## src/rtl/tod_alarm_pkg.sv

```systemverilog
// Shared types for the time-of-day alarm comparator.
// Assumes BCD minutes in 7 bits, hours in 7 bits (with format and PM bits)
// and a 3-bit day of week.
package tod_alarm_pkg;
    localparam int MIN_W  = 7;
    localparam int HOUR_W = 7;
    localparam int DAY_W  = 3;

    typedef struct packed {
        logic              min_mask;
        logic [MIN_W-1:0]  min;
        logic              hour_mask;
        logic [HOUR_W-1:0] hour;
        logic              day_mask;
        logic [DAY_W-1:0]  day;
    } alarm_cfg_t;
endpackage

```

## src/rtl/alarm_regfile.sv

```systemverilog
// Alarm register bank on a byte-wide bus.
// Holds the minutes, hours and day alarm registers at parameterised addresses.
// Reads are combinational; unimplemented day bits read 0. Reports any access
// (read or write) to one of its own addresses so the flag logic can clear.
// Assumes one-cycle read and write strobes.
module alarm_regfile
    import tod_alarm_pkg::*;
#(
    parameter int ADDR_W    = 4,
    parameter int MIN_ADDR  = 3,
    parameter int HOUR_ADDR = 5,
    parameter int DAY_ADDR  = 7
) (
    input  logic              clk,
    input  logic              rst_n,
    input  logic [ADDR_W-1:0] addr,
    input  logic [7:0]        wdata,
    input  logic              wr,
    input  logic              rd,
    output logic [7:0]        rdata,
    output logic              access,
    output alarm_cfg_t        cfg
);
    localparam int PAD_W = 7 - DAY_W;

    logic sel_min, sel_hour, sel_day;

    // Address decode for the three alarm slots.
    always_comb begin
        sel_min  = (addr == ADDR_W'(MIN_ADDR));
        sel_hour = (addr == ADDR_W'(HOUR_ADDR));
        sel_day  = (addr == ADDR_W'(DAY_ADDR));
    end

    assign access = (wr || rd) && (sel_min || sel_hour || sel_day);

    // Register writes; day keeps only its mask and day-number bits.
    always_ff @(posedge clk) begin
        if (!rst_n) begin
            cfg <= '0;
        end else if (wr) begin
            if (sel_min) begin
                cfg.min_mask <= wdata[7];
                cfg.min      <= wdata[MIN_W-1:0];
            end
            if (sel_hour) begin
                cfg.hour_mask <= wdata[7];
                cfg.hour      <= wdata[HOUR_W-1:0];
            end
            if (sel_day) begin
                cfg.day_mask <= wdata[7];
                cfg.day      <= wdata[DAY_W-1:0];
            end
        end
    end

    // Read mux; addresses outside the bank return 0.
    always_comb begin
        rdata = 8'h00;
        if (sel_min)  rdata = {cfg.min_mask, cfg.min};
        if (sel_hour) rdata = {cfg.hour_mask, cfg.hour};
        if (sel_day)  rdata = {cfg.day_mask, {PAD_W{1'b0}}, cfg.day};
    end
endmodule

```

## src/rtl/alarm_match.sv

```systemverilog
// Masked field comparator.
// Each field takes part in the match unless its mask bit is set; a match
// counts only at a check strobe that coincides with the seconds rollover.
// Assumes time inputs hold the values that take effect at that rollover.
module alarm_match
    import tod_alarm_pkg::*;
(
    input  alarm_cfg_t        cfg,
    input  logic              chk_stb,
    input  logic              sec_wrap,
    input  logic [MIN_W-1:0]  cur_min,
    input  logic [HOUR_W-1:0] cur_hour,
    input  logic [DAY_W-1:0]  cur_day,
    output logic              hit
);
    logic [2:0] field_ok;

    // Per-field pass: masked or equal.
    always_comb begin
        field_ok[0] = cfg.min_mask  || (cfg.min  == cur_min);
        field_ok[1] = cfg.hour_mask || (cfg.hour == cur_hour);
        field_ok[2] = cfg.day_mask  || (cfg.day  == cur_day);
        hit         = chk_stb && sec_wrap && (&field_ok);
    end
endmodule

```

## src/rtl/alarm_flag.sv

```systemverilog
// Sticky alarm flag and interrupt gate.
// Sets on a hit, clears on any alarm-register access; the clear wins when
// both arrive in the same cycle. Interrupt follows the flag when enabled.
module alarm_flag (
    input  logic clk,
    input  logic rst_n,
    input  logic hit,
    input  logic access,
    input  logic irq_en,
    output logic flag,
    output logic irq
);
    // Flag register: clear has priority over set.
    always_ff @(posedge clk) begin
        if (!rst_n)      flag <= 1'b0;
        else if (access) flag <= 1'b0;
        else if (hit)    flag <= 1'b1;
    end

    assign irq = flag && irq_en;

    p_clear_wins_r11: assert property (@(posedge clk) disable iff (!rst_n)
        access |=> !flag);
    p_sticky_r9: assert property (@(posedge clk) disable iff (!rst_n)
        (flag && !access) |=> flag);
endmodule

```

## src/rtl/tod_alarm_cmp.sv

```systemverilog
// Masked time-of-day alarm comparator, top level.
// Joins the alarm register bank, the masked comparator and the sticky flag.
// Assumes the clock block drives chk_stb once per second and sec_wrap at the
// 59-to-00 seconds rollover.
module tod_alarm_cmp
    import tod_alarm_pkg::*;
#(
    parameter int ADDR_W    = 4,
    parameter int MIN_ADDR  = 3,
    parameter int HOUR_ADDR = 5,
    parameter int DAY_ADDR  = 7
) (
    input  logic              clk,
    input  logic              rst_n,
    input  logic [ADDR_W-1:0] bus_addr,
    input  logic [7:0]        bus_wdata,
    input  logic              bus_wr,
    input  logic              bus_rd,
    output logic [7:0]        bus_rdata,
    input  logic              chk_stb,
    input  logic              sec_wrap,
    input  logic [6:0]        cur_min,
    input  logic [6:0]        cur_hour,
    input  logic [2:0]        cur_day,
    input  logic              irq_en,
    output logic              alarm_flag,
    output logic              alarm_irq
);
    alarm_cfg_t cfg;
    logic       access;
    logic       hit;

    alarm_regfile #(
        .ADDR_W(ADDR_W), .MIN_ADDR(MIN_ADDR),
        .HOUR_ADDR(HOUR_ADDR), .DAY_ADDR(DAY_ADDR)
    ) u_regs (
        .clk(clk), .rst_n(rst_n), .addr(bus_addr), .wdata(bus_wdata),
        .wr(bus_wr), .rd(bus_rd), .rdata(bus_rdata), .access(access), .cfg(cfg)
    );

    alarm_match u_match (
        .cfg(cfg), .chk_stb(chk_stb), .sec_wrap(sec_wrap),
        .cur_min(cur_min), .cur_hour(cur_hour), .cur_day(cur_day), .hit(hit)
    );

    alarm_flag u_flag (
        .clk(clk), .rst_n(rst_n), .hit(hit), .access(access),
        .irq_en(irq_en), .flag(alarm_flag), .irq(alarm_irq)
    );

    p_set_needs_check_r8: assert property (@(posedge clk) disable iff (!rst_n)
        (!alarm_flag ##1 alarm_flag) |-> $past(chk_stb && sec_wrap));
    p_all_masked_fires_r7: assert property (@(posedge clk) disable iff (!rst_n)
        (chk_stb && sec_wrap && cfg.min_mask && cfg.hour_mask && cfg.day_mask
         && !bus_wr && !bus_rd) |=> alarm_flag);
endmodule

```

## config.mk

```make
export PLATFORM = sky130hd
export DESIGN_NAME = tod_alarm_cmp
export DESIGN_NICKNAME = d
export VERILOG_FILES = /design/src/rtl/tod_alarm_pkg.sv /design/src/rtl/alarm_regfile.sv /design/src/rtl/alarm_match.sv /design/src/rtl/alarm_flag.sv /design/src/rtl/tod_alarm_cmp.sv
export SDC_FILE = /design/constraint.sdc
export NUM_CORES = 1
export LEC_CHECK = 0
export BUFFER_PORTS_ARGS = -buffer_cell sky130_fd_sc_hd__buf_2
export CAP_MARGIN = 10
export CORE_MARGIN = 1
export CORE_UTILIZATION = 50
export DETAILED_ROUTE_END_ITERATION = 8
export PLACE_DENSITY = 0.77
export SLEW_MARGIN = 20
export SYNTH_ARGS = -nofsm -noshare
export SYNTH_HDL_FRONTEND = slang
export SYNTH_SLANG_ARGS = --single-unit
```

## constraint.sdc

```tcl
create_clock -name clk -period 2.8 [get_ports clk]
set_input_delay 0.28 -clock clk [delete_from_list [all_inputs] [get_ports clk]]
set_output_delay 0.28 -clock clk [all_outputs]
set_load 0.03 [all_outputs]
```

# ---- Yosys cells after proc, flatten, opt, wreduce, memory -nomap -nowiden
# Index checks and enable logic that the tools add are counted.
dict set report word_totals {
  ff_bits 21
  latchBits 0
  ramBits 0
  rom_bits 0
  elab_cells 32
  n_memories 0
}
dict set report classes {
  addsub 0
  multipliers 0
  div_mod_pow 0
  magnitude_cmp 0
  eq_ne 6
  shifts 0
  muxes 3
  n_bitwise 1
  n_reduce_logical 15
}
# op n
set op_table {}
lappend op_table {{$mux W8} 3}
lappend op_table {{$eq A7 B7 Y1} 2}
lappend op_table {{$eq A4 B3 Y1 const B} 2}
lappend op_table {{$logic_or A1 B1 Y1} 6}
lappend op_table {{$reduce_and A2 Y1} 3}
lappend op_table {{$eq A4 B2 Y1 const B} 1}
lappend op_table {{$logic_and A1 B1 Y1} 4}
lappend op_table {{$eq A3 B3 Y1} 1}
lappend op_table {{$reduce_and A3 Y1} 1}
lappend op_table {{$reduce_or A2 Y1} 1}
lappend op_table {{$not A1 Y1} 1}

# ---- Depth between registers and ports, before layout
dict set report depth {
  depth_word 5
  ltp_mapped 7
  mapped_depth_nobuf 4
}

# ---- By module
# A second synthesis with hierarchy kept.
dict set report unflattened {
  hier_cells 136
  hier_area_um2 1208.7
}
# mod instances cells_each area_each_um2
set modules_own_cells {}
lappend modules_own_cells {alarm_regfile 1 108 969.7}
lappend modules_own_cells {alarm_match 1 24 195.2}
lappend modules_own_cells {alarm_flag 1 4 43.8}

# ---- Least setup slack after synthesis
# Ideal clock, no wire load.
dict set report synth_path {
  path_type {input-to-output}
  start {input bus_addr[1]}
  end {output bus_rdata[1]}
  t_arrival_ns 1.139
  required_time_ns 2.520
  setup_slack_ns 1.381
  cell_stages 5
  path_cell_list {buf_6 > nor2b_1 > buf_4 > a22oi_1 > nor2_1}
}
dict set report synth_between {
  elab_chain_len 4
  elab_cells_between_ends 6
}
# item line_no
set synth_lines {}
lappend synth_lines {{from (decl)} tod_alarm_cmp.sv:15} ;# input logic [ADDR_W-1:0] bus_addr,
lappend synth_lines {{$eq A4 B2 Y1} alarm_regfile.sv:30} ;# sel_min = (addr == ADDR_W'(MIN_ADDR));
lappend synth_lines {{$mux W8} alarm_regfile.sv:60} ;# if (sel_min) rdata = {cfg.min_mask, cfg.min};
lappend synth_lines {{$mux W8} alarm_regfile.sv:61} ;# if (sel_hour) rdata = {cfg.hour_mask, cfg.hour};
lappend synth_lines {{$mux W8 *} alarm_regfile.sv:62} ;# if (sel_day) rdata = {cfg.day_mask, {PAD_W{1'b0}}, cfg.day};
lappend synth_lines {{to (decl)} tod_alarm_cmp.sv:19} ;# output logic [7:0] bus_rdata,
# Mark *: on every way between the ends. The rest lies on a longest branch, timed or not.

# ---- Final worst setup path
dict set report layout_path {
  start {input bus_addr[1]}
  end {output bus_rdata[2]}
}
# The elaborated chain is that of the path after synthesis.

==> qor.json <==
{
  "clk_path_buf_depth": {"value": 2},
  "ff2ff_setup_slack": {"value": 1.44, "unit": "ns"},
  "p_seq_share": {"value": 56.8, "unit": "%"},
  "gr-max-usage-layer": {"value": "met2"},
  "dpl_worst_slack": {"value": 1.000, "unit": "ns"},
  "worst_r2r_endpoint": {"value": "u_flag.flag$_SDFFE_PP0P_"},
  "power_per_cell_area": {"value": 369.9, "unit": "nW/um2"},
  "switching_share": {"value": 25.82, "unit": "%"},
  "clock_latency": {"value": 0.31, "unit": "ns"},
  "worstSetupPathType": {"value": "in2out"},
  "area_delta_synth_final": {"value": 17.59, "unit": "%"},
  "ctsRootBufferMaster": {"value": "sky130_fd_sc_hd__clkbuf_4"},
  "die_h": {"value": 51.75, "unit": "um"},
  "floorplan.core_area": {"value": 2276, "unit": "um2"},
  "start_util": {"value": 54.37, "unit": "%"},
  "routed_via_density": {"value": 5.376},
  "crit_path_start_kind": {"value": "input pin"},
  "fill_cells": {"value": 202},
  "use_met2": {"value": 38.10, "unit": "%"},
  "holdCritStartpoint": {"value": "bus_wdata[4]"},
  "cts_tree": {"value": "yes"},
  "drt_drc_violations_left": {"value": 0},
  "place.detailed.hpwl": {"value": 2194, "unit": "um"},
  "grt.total_usage": {"value": 22.61, "unit": "%"},
  "final_cell_mix": {"value": "sky130_fd_sc_hd__buf_2, sky130_fd_sc_hd__nor2b_1, sky130_fd_sc_hd__dfxtp_1"},
  "antenna_cells": {"value": 0},
  "power.combinational.fraction": {"value": 14.9, "unit": "%"},
  "max_slew.worst_pin.slew": {"value": 0.6534, "unit": "ns"},
  "share_of_total_power_in_the_clock_network": {"value": 28.3, "unit": "%"},
  "grt.overflow.total": {"value": 0},
  "grt_pass1_wl": {"value": 4374, "unit": "um"},
  "worst_path_max_delay_cell": {"value": "sky130_fd_sc_hd__nor2b_1"},
  "hold_class": {"value": "in2reg"},
  "synth.yosys.seq_area_share": {"value": 33.97, "unit": "%"},
  "worst_vdd_drop": {"value": 0.3256, "unit": "mV"},
  "antenna_found_initial": {"value": 0},
  "numPortBuffers": {"value": 45},
  "cpLargestDelayFamily": {"value": "simple AND/OR/NAND/NOR gates"},
  "grt_pass1_vias": {"value": 997},
  "cts.repair.resized": {"value": 0},
  "cp_data_required_time": {"value": 2.52, "unit": "ns"},
  "crit_fanout": {"value": 9},
  "synth-async-reset-ratio": {"value": 0, "unit": "%"},
  "critical_path.cell_chain": {"value": "buf_2 > nor2b_1 > a22oi_1 > nor2_1 > buf_2"},
  "synth-seq-cells": {"value": 21},
  "unrepaired_setup_endpoints_after_global_routing": {"value": "false"},
  "number_of_cell_rows": {"value": 17},
  "maxCapViolCount": {"value": 0},
  "setup_violation_total_in_the_final_timing_report": {"value": 0},
  "gp_congestion": {"value": 0.8329},
  "synth.net_count": {"value": 161},
  "timing.reg2reg.worst_path_depth": {"value": 4},
  "wirelength": {"value": 2809, "unit": "um"},
  "final_common_cell": {"value": "sky130_fd_sc_hd__buf_2"},
  "fin_ws": {"value": 0.9496, "unit": "ns"},
  "vias": {"value": 1043},
  "cp_launch_point": {"value": "bus_addr[1]"},
  "die_area": {"value": 2678, "unit": "um2"},
  "power.switching": {"value": 0.0001390, "unit": "W"},
  "routed_wire_length_per_instance": {"value": 14.48, "unit": "um"},
  "standby_leakage_power": {"value": 0.5760, "unit": "nW"},
  "met1_usage": {"value": 28.65, "unit": "%"},
  "synth-edff-count": {"value": 0},
  "drt-pass1-iter-count": {"value": 4},
  "crit_buf_inv": {"value": 2},
  "reg2reg_from": {"value": "u_regs.cfg[18]$_SDFFE_PN0P_"},
  "ys.warnings.count": {"value": 0},
  "fin_skew": {"value": 0.006659, "unit": "ns"},
  "clock-sinks": {"value": 21},
  "cts_buffers": {"value": 3},
  "fp.dieW": {"value": 51.75, "unit": "um"},
  "htree_num_levels": {"value": 1},
  "cts-hold-fix-buffers": {"value": 0},
  "grt.met3_usage": {"value": 2.924, "unit": "%"},
  "netlist_area_before_placement": {"value": 1237, "unit": "um2"},
  "drtIter0Drc": {"value": 16},
  "fin_nets": {"value": 203},
  "final.min_clock_period": {"value": 1.850, "unit": "ns"},
  "end_kind": {"value": "output port"},
  "hold-path-cell-count": {"value": 3},
  "post_synth.cell_area_avg": {"value": 9.899, "unit": "um2"},
  "internal-power": {"value": 0.0003992, "unit": "W"},
  "cpMostUsedCell": {"value": "sky130_fd_sc_hd__buf_2"},
  "critical_path.max_stage_delay": {"value": 0.57, "unit": "ns"},
  "yosys_most_used_dff": {"value": "sky130_fd_sc_hd__dfxtp_1"},
  "outcome": {"value": "completed"},
  "whs_endpoint": {"value": "u_regs.cfg[8]$_SDFFE_PN0P_"},
  "max_slew_margin": {"value": 56.35, "unit": "%"},
  "grt_max_degree": {"value": 22},
  "synthDistinctLibCells": {"value": 28},
  "final.period_utilization": {"value": 66.09, "unit": "%"},
  "fin_tns_setup": {"value": 0, "unit": "ns"},
  "worst_setup_hold_path_clk_slew": {"value": 0.11, "unit": "ns"},
  "post-cts-setup-buffer-count": {"value": 0},
  "finalHoldViolCount": {"value": 0},
  "fmax": {"value": 0.5404, "unit": "GHz"},
  "slew_violations": {"value": 0},
  "layout-drive-gt1-share": {"value": 30.72, "unit": "%"},
  "ant_nets": {"value": 0},
  "top_level_ports": {"value": 46},
  "postSynthCellCount": {"value": 125},
  "total_placed_cells_including_tap_cells": {"value": 190},
  "stdcell_count": {"value": 194},
  "worst_ep_arrival_time": {"value": 1.57, "unit": "ns"}
}
cell families after synthesis:
group	count (synthesis)	synth area share, %
xor+xnor	17	12.03
simple gates	40	19.41
compound gates	14	8.898
flops	21	33.97
mux	24	19.82
buf+inv	9	5.864
power groups by stage:
stage                     logic [W]  registers [W]  clock network [W]
after detailed placement  0.0000793       0.000313                  0
after floorplan           0.0000455       0.000312                  0
after CTS                 0.0000798       0.000306           0.000151
after global routing      0.0000860       0.000307           0.000163
final                     0.0000802       0.000306           0.000152
after global placement    0.0000767       0.000312                  0
cell type report:
| cell class | instances | area (um2) | area share (%) |
|---|---|---|---|
| multi-input cells | 95 | 744.5 | 51.16 |
| flip-flops and latches | 21 | 420.4 | 28.89 |
| repair buffers | 45 | 225.2 | 15.48 |
| well taps | 28 | 35.03 | 2.408 |
| clock buffers | 4 | 26.28 | 1.806 |
| inverters | 1 | 3.754 | 0.2580 |
Yosys cell counts, drive strengths merged, types with 2 or more instances:
master,instances,share of area (%)
xor2,8,5.7
and3,2,1.4
a41oi,2,1.4
and2b,2,1.2
dfxtp,21,34
nor2b,21,11
nor2,8,2.4
xnor2,9,6.4
clkbuf,2,0.61
a22oi,8,4.9
nor4,2,1.0
mux2,4,3.6
buf,6,5.0
mux2i,20,16
stage by stage:
stage	area [um2]	utilization, %	power (W)	hold WS, ns
after global placement	1429	62.78	0.0003892	0.4579
after global routing	1455	63.94	0.0005554	0.2549
final	1455	63.94	0.0005382	0.2400
after CTS	1455	63.94	0.0005364	0.2422
after floorplan	1237	-	0.0003571	0.4495
after detailed placement	1429	62.78	0.0003919	0.4556
state kept, by name (all words and copies together) (netlist names):
signal / cells
u_flag.flag: 1
u_regs.cfg: 20
worst min-delay path, stage by stage:
cell,delay (ns)
sky130_fd_sc_hd__buf_2,0.08
sky130_fd_sc_hd__mux2i_1,0.06
sky130_fd_sc_hd__nor2b_1,0.09
routing by layer:
metal | vias to the layer above | wire [um]
met5 | - | 0
met4 | 0 | 54
met3 | 6 | 160
met2 | 35 | 1342
met1 | 490 | 1251
li1 | 512 | -
how the worst max path moves through the flow:
stage / end / slack [ns] / cells past startpoint
2_1_floorplan: bus_rdata[1] / 1.38 / 5
3_3_place_gp: bus_rdata[1] / 1.06 / 5
3_5_place_dp: bus_rdata[2] / 1.00 / 5
4_1_cts: bus_rdata[2] / 1.0 / 5
5_1_grt: bus_rdata[2] / 0.91 / 5
6_report: bus_rdata[2] / 0.95 / 5
Note: power is estimated with default switching activity, not from simulation.
